$ cat config.mk
export PLATFORM = sky130hd
export DESIGN_NAME = ftc_timebase
export DESIGN_NICKNAME = d
export VERILOG_FILES = /design/src/rtl/ftc_pkg.sv /design/src/rtl/ftc_phase_accum.sv /design/src/rtl/ftc_split_reg.sv /design/src/rtl/ftc_bus_port.sv /design/src/rtl/ftc_timebase.sv
export SDC_FILE = /design/constraint.sdc
export NUM_CORES = 1
export LEC_CHECK = 0
export ABC_AREA = 1
export BUFFER_PORTS_ARGS = -buffer_cell sky130_fd_sc_hd__buf_2
export CORE_MARGIN = 2
export CORE_UTILIZATION = 69
export CTS_BUF_LIST = sky130_fd_sc_hd__clkbuf_4 sky130_fd_sc_hd__clkbuf_8
export DETAILED_ROUTE_END_ITERATION = 8
export PLACE_DENSITY_LB_ADDON = 0.15
export SYNTH_ARGS = -nofsm -noshare
export SYNTH_HDL_FRONTEND = slang
export SYNTH_SLANG_ARGS = --single-unit
$ cat constraint.sdc
create_clock -name clk -period 3.5 [get_ports clk]
set_input_delay 0.7 -clock clk [delete_from_list [all_inputs] [get_ports clk]]
set_output_delay 0.7 -clock clk [all_outputs]
set_load 0.02 [all_outputs]
$ cat src/rtl/ftc_pkg.sv
package ftc_pkg;

    // Word addresses of the register bus
    typedef enum logic [2:0] {
        FTC_CTRL   = 3'd0,
        FTC_ADDEND = 3'd1,
        FTC_CNT_LO = 3'd2,
        FTC_CNT_HI = 3'd3,
        FTC_OFF_LO = 3'd4,
        FTC_OFF_HI = 3'd5
    } ftc_addr_e;

    // Control word layout: run bit and step field position
    localparam int unsigned FTC_RUN_BIT  = 0;
    localparam int unsigned FTC_STEP_LSB = 8;

endpackage

$ cat src/rtl/ftc_phase_accum.sv
module ftc_phase_accum #(
    parameter int unsigned ACC_W = 32
) (
    input  logic             clk,
    input  logic             rst_n,
    input  logic             run,
    input  logic             restart,
    input  logic [ACC_W-1:0] addend,
    output logic             carry
);

    typedef struct packed {
        logic [ACC_W-1:0] phase;
    } acc_state_t;

    acc_state_t s_d, s_q;
    logic [ACC_W:0] sum_w;

    always_comb begin
        sum_w = {1'b0, s_q.phase} + {1'b0, addend};
        s_d   = s_q;
        carry = 1'b0;
        if (restart) begin
            s_d.phase = '0;
        end else if (run) begin
            s_d.phase = sum_w[ACC_W-1:0];
            carry     = sum_w[ACC_W];
        end
    end

    always_ff @(posedge clk) begin
        if (!rst_n) s_q <= '0;
        else        s_q <= s_d;
    end

endmodule

$ cat src/rtl/ftc_split_reg.sv
module ftc_split_reg #(
    parameter int unsigned HALF_W = 32,
    localparam int unsigned FULL_W = 2 * HALF_W
) (
    input  logic              clk,
    input  logic              rst_n,
    input  logic              wr_lo,
    input  logic              wr_hi,
    input  logic [HALF_W-1:0] wdata,
    input  logic              clear,
    input  logic              adv_en,
    input  logic [FULL_W-1:0] adv_val,
    output logic [FULL_W-1:0] value
);

    typedef struct packed {
        logic [HALF_W-1:0] stage;
        logic [FULL_W-1:0] val;
    } split_state_t;

    split_state_t s_d, s_q;

    always_comb begin
        s_d = s_q;
        if (wr_lo) s_d.stage = wdata;
        // committed write wins over clear and over advance
        if (wr_hi)       s_d.val = {wdata, s_q.stage};
        else if (clear)  s_d.val = '0;
        else if (adv_en) s_d.val = s_q.val + adv_val;
    end

    always_ff @(posedge clk) begin
        if (!rst_n) s_q <= '0;
        else        s_q <= s_d;
    end

    assign value = s_q.val;

endmodule

$ cat src/rtl/ftc_bus_port.sv
module ftc_bus_port
    import ftc_pkg::*;
#(
    parameter int unsigned REG_W = 32,
    localparam int unsigned CNT_W = 2 * REG_W
) (
    input  logic             clk,
    input  logic             rst_n,
    input  logic             rd,
    input  logic [2:0]       addr,
    input  logic [REG_W-1:0] ctrl_word,
    input  logic [REG_W-1:0] addend,
    input  logic [CNT_W-1:0] cnt,
    input  logic [CNT_W-1:0] off,
    output logic [REG_W-1:0] rdata,
    output logic             rvalid
);

    typedef struct packed {
        logic [REG_W-1:0] shadow_hi;
        logic [REG_W-1:0] rdata;
        logic             rvalid;
    } port_state_t;

    port_state_t s_d, s_q;
    logic [REG_W-1:0] word_w;

    always_comb begin
        case (addr)
            FTC_CTRL:   word_w = ctrl_word;
            FTC_ADDEND: word_w = addend;
            FTC_CNT_LO: word_w = cnt[REG_W-1:0];
            FTC_CNT_HI: word_w = s_q.shadow_hi;
            FTC_OFF_LO: word_w = off[REG_W-1:0];
            FTC_OFF_HI: word_w = off[CNT_W-1:REG_W];
            default:    word_w = '0;
        endcase
    end

    always_comb begin
        s_d        = s_q;
        s_d.rvalid = rd;
        if (rd) begin
            s_d.rdata = word_w;
            if (addr == FTC_CNT_LO) s_d.shadow_hi = cnt[CNT_W-1:REG_W];
        end
    end

    always_ff @(posedge clk) begin
        if (!rst_n) s_q <= '0;
        else        s_q <= s_d;
    end

    assign rdata  = s_q.rdata;
    assign rvalid = s_q.rvalid;

endmodule

$ cat src/rtl/ftc_timebase.sv
module ftc_timebase
    import ftc_pkg::*;
#(
    parameter int unsigned REG_W      = 32,
    parameter int unsigned STEP_W     = 8,
    parameter int unsigned RESET_STEP = 8,
    localparam int unsigned CNT_W     = 2 * REG_W
) (
    input  logic             clk,
    input  logic             rst_n,
    input  logic             reg_wr,
    input  logic             reg_rd,
    input  logic [2:0]       reg_addr,
    input  logic [REG_W-1:0] reg_wdata,
    output logic [REG_W-1:0] reg_rdata,
    output logic             reg_rvalid,
    output logic [CNT_W-1:0] tod_ns
);

    typedef struct packed {
        logic              run;
        logic [STEP_W-1:0] step;
        logic [REG_W-1:0]  addend;
    } cfg_t;

    cfg_t cfg_d, cfg_q;

    logic              wr_ctrl, wr_addend, wr_cnt_lo, wr_cnt_hi, wr_off_lo, wr_off_hi;
    logic              carry_w;
    logic              ctl_run;
    logic [STEP_W-1:0] ctl_step;
    logic [CNT_W-1:0]  step_ext;
    logic [CNT_W-1:0]  cnt_raw;
    logic [CNT_W-1:0]  off_raw;
    logic [REG_W-1:0]  ctrl_word;

    always_comb begin
        wr_ctrl   = reg_wr && (reg_addr == FTC_CTRL);
        wr_addend = reg_wr && (reg_addr == FTC_ADDEND);
        wr_cnt_lo = reg_wr && (reg_addr == FTC_CNT_LO);
        wr_cnt_hi = reg_wr && (reg_addr == FTC_CNT_HI);
        wr_off_lo = reg_wr && (reg_addr == FTC_OFF_LO);
        wr_off_hi = reg_wr && (reg_addr == FTC_OFF_HI);
    end

    always_comb begin
        cfg_d = cfg_q;
        if (wr_ctrl) begin
            cfg_d.run  = reg_wdata[FTC_RUN_BIT];
            cfg_d.step = reg_wdata[FTC_STEP_LSB +: STEP_W];
        end
        if (wr_addend) cfg_d.addend = reg_wdata;
    end

    always_ff @(posedge clk) begin
        if (!rst_n) begin
            cfg_q.run    <= 1'b0;
            cfg_q.step   <= STEP_W'(RESET_STEP);
            cfg_q.addend <= '0;
        end else begin
            cfg_q <= cfg_d;
        end
    end

    assign ctl_run  = cfg_q.run;
    assign ctl_step = cfg_q.step;
    assign step_ext = {{(CNT_W-STEP_W){1'b0}}, cfg_q.step};

    always_comb begin
        ctrl_word                             = '0;
        ctrl_word[FTC_RUN_BIT]                = cfg_q.run;
        ctrl_word[FTC_STEP_LSB +: STEP_W]     = cfg_q.step;
    end

    ftc_phase_accum #(.ACC_W(REG_W)) u_phase (
        .clk     (clk),
        .rst_n   (rst_n),
        .run     (cfg_q.run),
        .restart (wr_cnt_hi),
        .addend  (cfg_q.addend),
        .carry   (carry_w)
    );

    ftc_split_reg #(.HALF_W(REG_W)) u_count (
        .clk     (clk),
        .rst_n   (rst_n),
        .wr_lo   (wr_cnt_lo),
        .wr_hi   (wr_cnt_hi),
        .wdata   (reg_wdata),
        .clear   (1'b0),
        .adv_en  (carry_w),
        .adv_val (step_ext),
        .value   (cnt_raw)
    );

    ftc_split_reg #(.HALF_W(REG_W)) u_offset (
        .clk     (clk),
        .rst_n   (rst_n),
        .wr_lo   (wr_off_lo),
        .wr_hi   (wr_off_hi),
        .wdata   (reg_wdata),
        .clear   (wr_cnt_hi),
        .adv_en  (1'b0),
        .adv_val ('0),
        .value   (off_raw)
    );

    ftc_bus_port #(.REG_W(REG_W)) u_port (
        .clk       (clk),
        .rst_n     (rst_n),
        .rd        (reg_rd),
        .addr      (reg_addr),
        .ctrl_word (ctrl_word),
        .addend    (cfg_q.addend),
        .cnt       (cnt_raw),
        .off       (off_raw),
        .rdata     (reg_rdata),
        .rvalid    (reg_rvalid)
    );

    assign tod_ns = cnt_raw + off_raw;

endmodule

==> flow_summary.yaml, run 1 <==
status:
  outcome: "stopped before the end"
  stop_stage: "global routing"
  firstError: "[ERROR GRT-0232] Routing congestion too high. Check the congestion heatmap in the GUI."
synthesis:
  synth_top_family_by_area: "simple AND/OR/NAND/NOR gates"
  synthMuxAreaShare_pct: 0
  synth_nets: 3901
  ys_ff_latch: 330
  syn_area_mm2: 0.0230
  synth.avg_cell_area_um2: 6.12
  synth-xor-area-share_pct: 2.59
  yosysUniqueCellTypes: 46
  yosysWarnings: 0
  synth_compound_area_share_pct: 19.8
  synthSimpleGateAreaFrac_pct: 30.8
  synthAdderAreaFrac_pct: 5.87
  synth_edf_count: 0
  synth_ff_type: "dfxtp_1"
  async_reset_ff_share_pct: 0
  yosysSeqAreaShare_pct: 28.8
  syn-instance-count: 3756
die:
  rows: 66
  ioPinCount: 136
  die_h_um: 186
  start_util_pct: 70.2
  die_w_um: 186
place:
  dp_hpwl_mm: 71.9
  gp_congestion: 1.38
  dp_worst_setup_slack_ns: 0.116
  portBuffers: 135
clocking:
  clock-sinks: 330
  numCtsBuffers: 55
  cts.htree.levels: 2
  clock-root-buffer: "clkbuf_8"
  clock_path_buffers: 3
timing:
  worst-endpoint-pin-kind: "primary output"
  grt-worst-endpoint: "tod_ns[52]"
grt:
  grt_max_degree: 90
  grt-ovfl-total: 4
  grt_usage_pct: 75.9
==> cell usage after synthesis, types with 18 or more instances <==
| library cell | instances | area share [%] |
|---|---|---|
| nand2_1 | 973 | 16 |
| inv_1 | 514 | 8.4 |
| nor2_1 | 448 | 7.3 |
| a21oi_1 | 344 | 7.5 |
| dfxtp_1 | 330 | 29 |
| o21ai_0 | 287 | 6.3 |
| nand3_1 | 191 | 4.2 |
| ha_1 | 103 | 5.6 |
| clkbuf_1 | 101 | 1.7 |
| o22ai_1 | 62 | 1.7 |
| xor2_1 | 50 | 1.9 |
| nand4_1 | 35 | 0.95 |
| buf_4 | 32 | 1.0 |
| nor3_1 | 24 | 0.52 |
| nand2_2 | 22 | 0.60 |
| o21bai_1 | 22 | 0.72 |
| buf_2 | 21 | 0.46 |
| xnor2_1 | 18 | 0.69 |
==> metrics by stage <==
step | std cells | hold WS [ns] | util [%] | instance area (µm²)
2_1_floorplan | 3756 | 0.430 | - | 23000
3_3_place_gp | 4243 | 0.439 | 73.7 | 24100
3_5_place_dp | 4243 | 0.446 | 73.7 | 24100
4_1_cts | 4355 | 0.322 | 80.0 | 26200
==> kinds of logic after synthesis <==
kind of cell | after synthesis
compound gates | 824
flops | 330
buf+inv | 692
simple gates | 1736
fa+ha+maj | 106
xor+xnor | 68
==> routing by layer <==
| metal | global-route usage [%] | GRT overflow |
|---|---|---|
| met5 | 45.7 | 0 |
| met4 | 70.1 | 3 |
| met3 | 66.3 | 0 |
| met2 | 87.5 | 1 |
| met1 | 77.3 | 0 |
==> what timing repair did <==
item,in CTS
pin swaps,14
endpoints found under the setup margin,54
hold buffers,0
setup buffers,12
gates resized for setup,189
cloned,0
endpoints found under the hold margin,0
==> run 2: changes to the inputs <==
Settings changed: CORE_UTILIZATION 69 to 40, CTS_BUF_LIST sky130_fd_sc_hd__clkbuf_4 sky130_fd_sc_hd__clkbuf_8 to default.
==> flow_summary.yaml, run 2 <==
pwr:
  fin_total_pwr_mw: 8.77
  power_density_mw_per_mm2: 320
  ir_worst_vdd_uv: 326
  leakagePower_nw: 11.8
synthesis:
  synth_common_cells: "nand2_1, inv_1, nor2_1, a21oi_1, dfxtp_1"
  synth.avg_cell_area_um2: 6.12
  synth_edf_count: 0
  yosysUniqueCellTypes: 46
  synth_nets: 3901
  async_reset_ff_share_pct: 0
  yosysTopAreaCellShare_pct: 28.8
  ys_top_cells_by_area: "dfxtp_1, nand2_1, inv_1, a21oi_1, nor2_1"
  ys_ff_latch: 330
  syn_area_mm2: 0.0230
  synth_ff_type: "dfxtp_1"
  yosysSeqAreaShare_pct: 28.8
  yosys.area.top_type: "dfxtp_1"
  syn-instance-count: 3756
  yosysMostFrequentCell: "nand2_1"
  yosysWarnings: 0
setup_path:
  crit_fanout: 5
  timing.rr.start: "cfg_q[0]"
  reg2reg_depth: 16
  r2r_slack_ns: 0.52
  crit_required_ns: 2.80
  critical_path_class: "reg -> out"
  timing.rr.end: "u_count.value[27]"
  setup.worst_path.start_class: "flop"
  crit_arrival_ns: 2.78
  crit_path_end_kind: "output pin"
timing:
  hold_viol_final: 0
  worst_pin_slew_ns: 0.946
  rsz0062_at_grt: "true"
  fin_crit_ns: 3.48
  setup_viol: 0
  final.hold.worst_slack_ns: 0.415
  skew_ns: 0.0331
  post-route-period-util_pct: 99.5
  drv_slew: 0
  relSlewSlack_pct: 36.9
  fmax_mhz: 287
  worst_slack_ns: 0.0187
finish:
  mostFrequentLayoutCells: "nand2_1, inv_1, nor2_1"
  final_cells: 4680
  area_delta_synth_final_pct: 19.3
  n_antenna_cell: 0
  seq_area_mm2: 0.00667
  nNetsFinal: 4043
  layout_commonest_cell: "nand2_1"
  utilization_pct: 48.4
  n_fill_cell: 6045
  drive_gt1_share_pct: 15.9
  multi_input_area_mm2: 0.0148
grt:
  grt_max_degree: 82
  antenna_found_initial: 2
  grt-ovfl-total: 0
  grt_pass1_wl_mm: 159
  grt_pass1_vias: 24100
  grt_usage_pct: 35.9
status:
  outcome: "complete, no violations"
clocking:
  cts.htree.levels: 2
  numCtsBuffers: 40
  insertion_delay_ns: 0.59
  path_clk_slew_ns: 0.06
  clock-sinks: 330
  clock-root-buffer: "clkbuf_16"
  ctsHoldBuffers: 0
  cts_tree: "done"
  clock_path_buffers: 3
place:
  dp_hpwl_mm: 85.6
  dp_worst_setup_slack_ns: 0.173
  gp_congestion: 1.14
  portBuffers: 135
  dp_cells: 4590
die:
  dieArea_mm2: 0.0594
  die_h_um: 244
  rows: 87
  die_w_um: 244
  start_util_pct: 40.6
  ioPinCount: 136
  coreArea_mm2: 0.0566
detailed_routing:
  drcViolationCount: 0
  drt_first_pass_iters: 6
  postRouteAntennaNets: 0
  vias_per_cell: 5.53
  drt_iter0_markers: 2719
  routed_wl_mm: 109
  wl_per_cell_um: 23.4
  vias: 25900
run:
  maxCapViolations: 0
min_path:
  hp-start: "reg_wdata[15]"
  min_path_cells: 3
  hold_end: "u_offset.value[47]"
  hold_class: "in -> reg"
==> run 2: cell counts after synthesis <==
Identical to the previous run, type by type.
==> run 2: what timing repair did <==
item | 4_1_cts | 5_1_grt
setup endpoints to repair | 49 | 44
pin swaps | 6 | 20
gates resized for setup | 156 | 185
buffers inserted | 8 | 14
==> run 2: per-stage QoR <==
stage / instance area [µm²] / setup TNS, ns
global route: 27400 / -0.105
floorplan: 23000 / 0
detailed placement: 24700 / 0
finish: 27400 / 0
global placement: 24700 / 0
CTS: 26600 / -0.000596
==> run 2: worst max-delay path, stage by stage (launching register included) <==
cell	delay, ns
dfxtp_1	0.34
ha_2	0.20
fa_2	0.21
nand3_2	0.09
nand2_4	0.15
nand2_2	0.07
nand2_2	0.12
nand3_1	0.11
nand2_2	0.11
nand2_1	0.08
nand2_2	0.12
nand3_1	0.09
nand2_1	0.10
xor2_1	0.24
buf_4	0.19
==> run 2: kinds of logic after synthesis <==
| logic type | Yosys count | share of synthesized area (%) |
|---|---|---|
| buffers and inverters | 692 | 12.1 |
| flip-flops | 330 | 28.8 |
| XOR/XNOR | 68 | 2.59 |
| adder cells (fa/ha/maj) | 106 | 5.87 |
| AND/OR/NAND/NOR | 1736 | 30.8 |
| AO/OA/AOI/OAI | 824 | 19.8 |
==> run 2: area by class of cell <==
type / instances / area share (%)
Multi-Input combinational cell: 2734 / 53.9
Sequential cell: 330 / 24.3
Inverter: 525 / 7.21
Timing Repair Buffer: 267 / 6.60
Clock buffer: 58 / 4.20
Tap cell: 756 / 3.45
Clock inverter: 10 / 0.320
==> run 2: where the power goes <==
part	switching (mW)	internal, mW
logic	0.542	0.217
registers	0.0835	3.84
clock network	1.74	2.35
==> run 2: how the worst max path moves through the flow <==
| stage | from | endpoint | slack [ns] |
|---|---|---|---|
| after floorplan | u_count.value[0] | tod_ns[34] | 0.69 |
| after global placement | u_count.value[0] | tod_ns[58] | 0.20 |
| after detailed placement | u_count.value[0] | tod_ns[52] | 0.17 |
| after CTS | u_offset.value[34] | tod_ns[51] | -0.0006 |
| after global routing | u_offset.value[36] | tod_ns[37] | -0.03 |
| final | u_count.value[0] | tod_ns[38] | 0.02 |
==> run 2: routing by layer <==
| layer | global-route usage [%] | part of all wire (%) |
|---|---|---|
| met1 | 47.1 | 42 |
| met2 | 55.3 | 43 |
| met3 | 4.97 | 7.8 |
| met4 | 22.8 | 7.4 |
| met5 | 0 | 0.010 |
No activity file was read; power rests on OpenSTA's default activity.
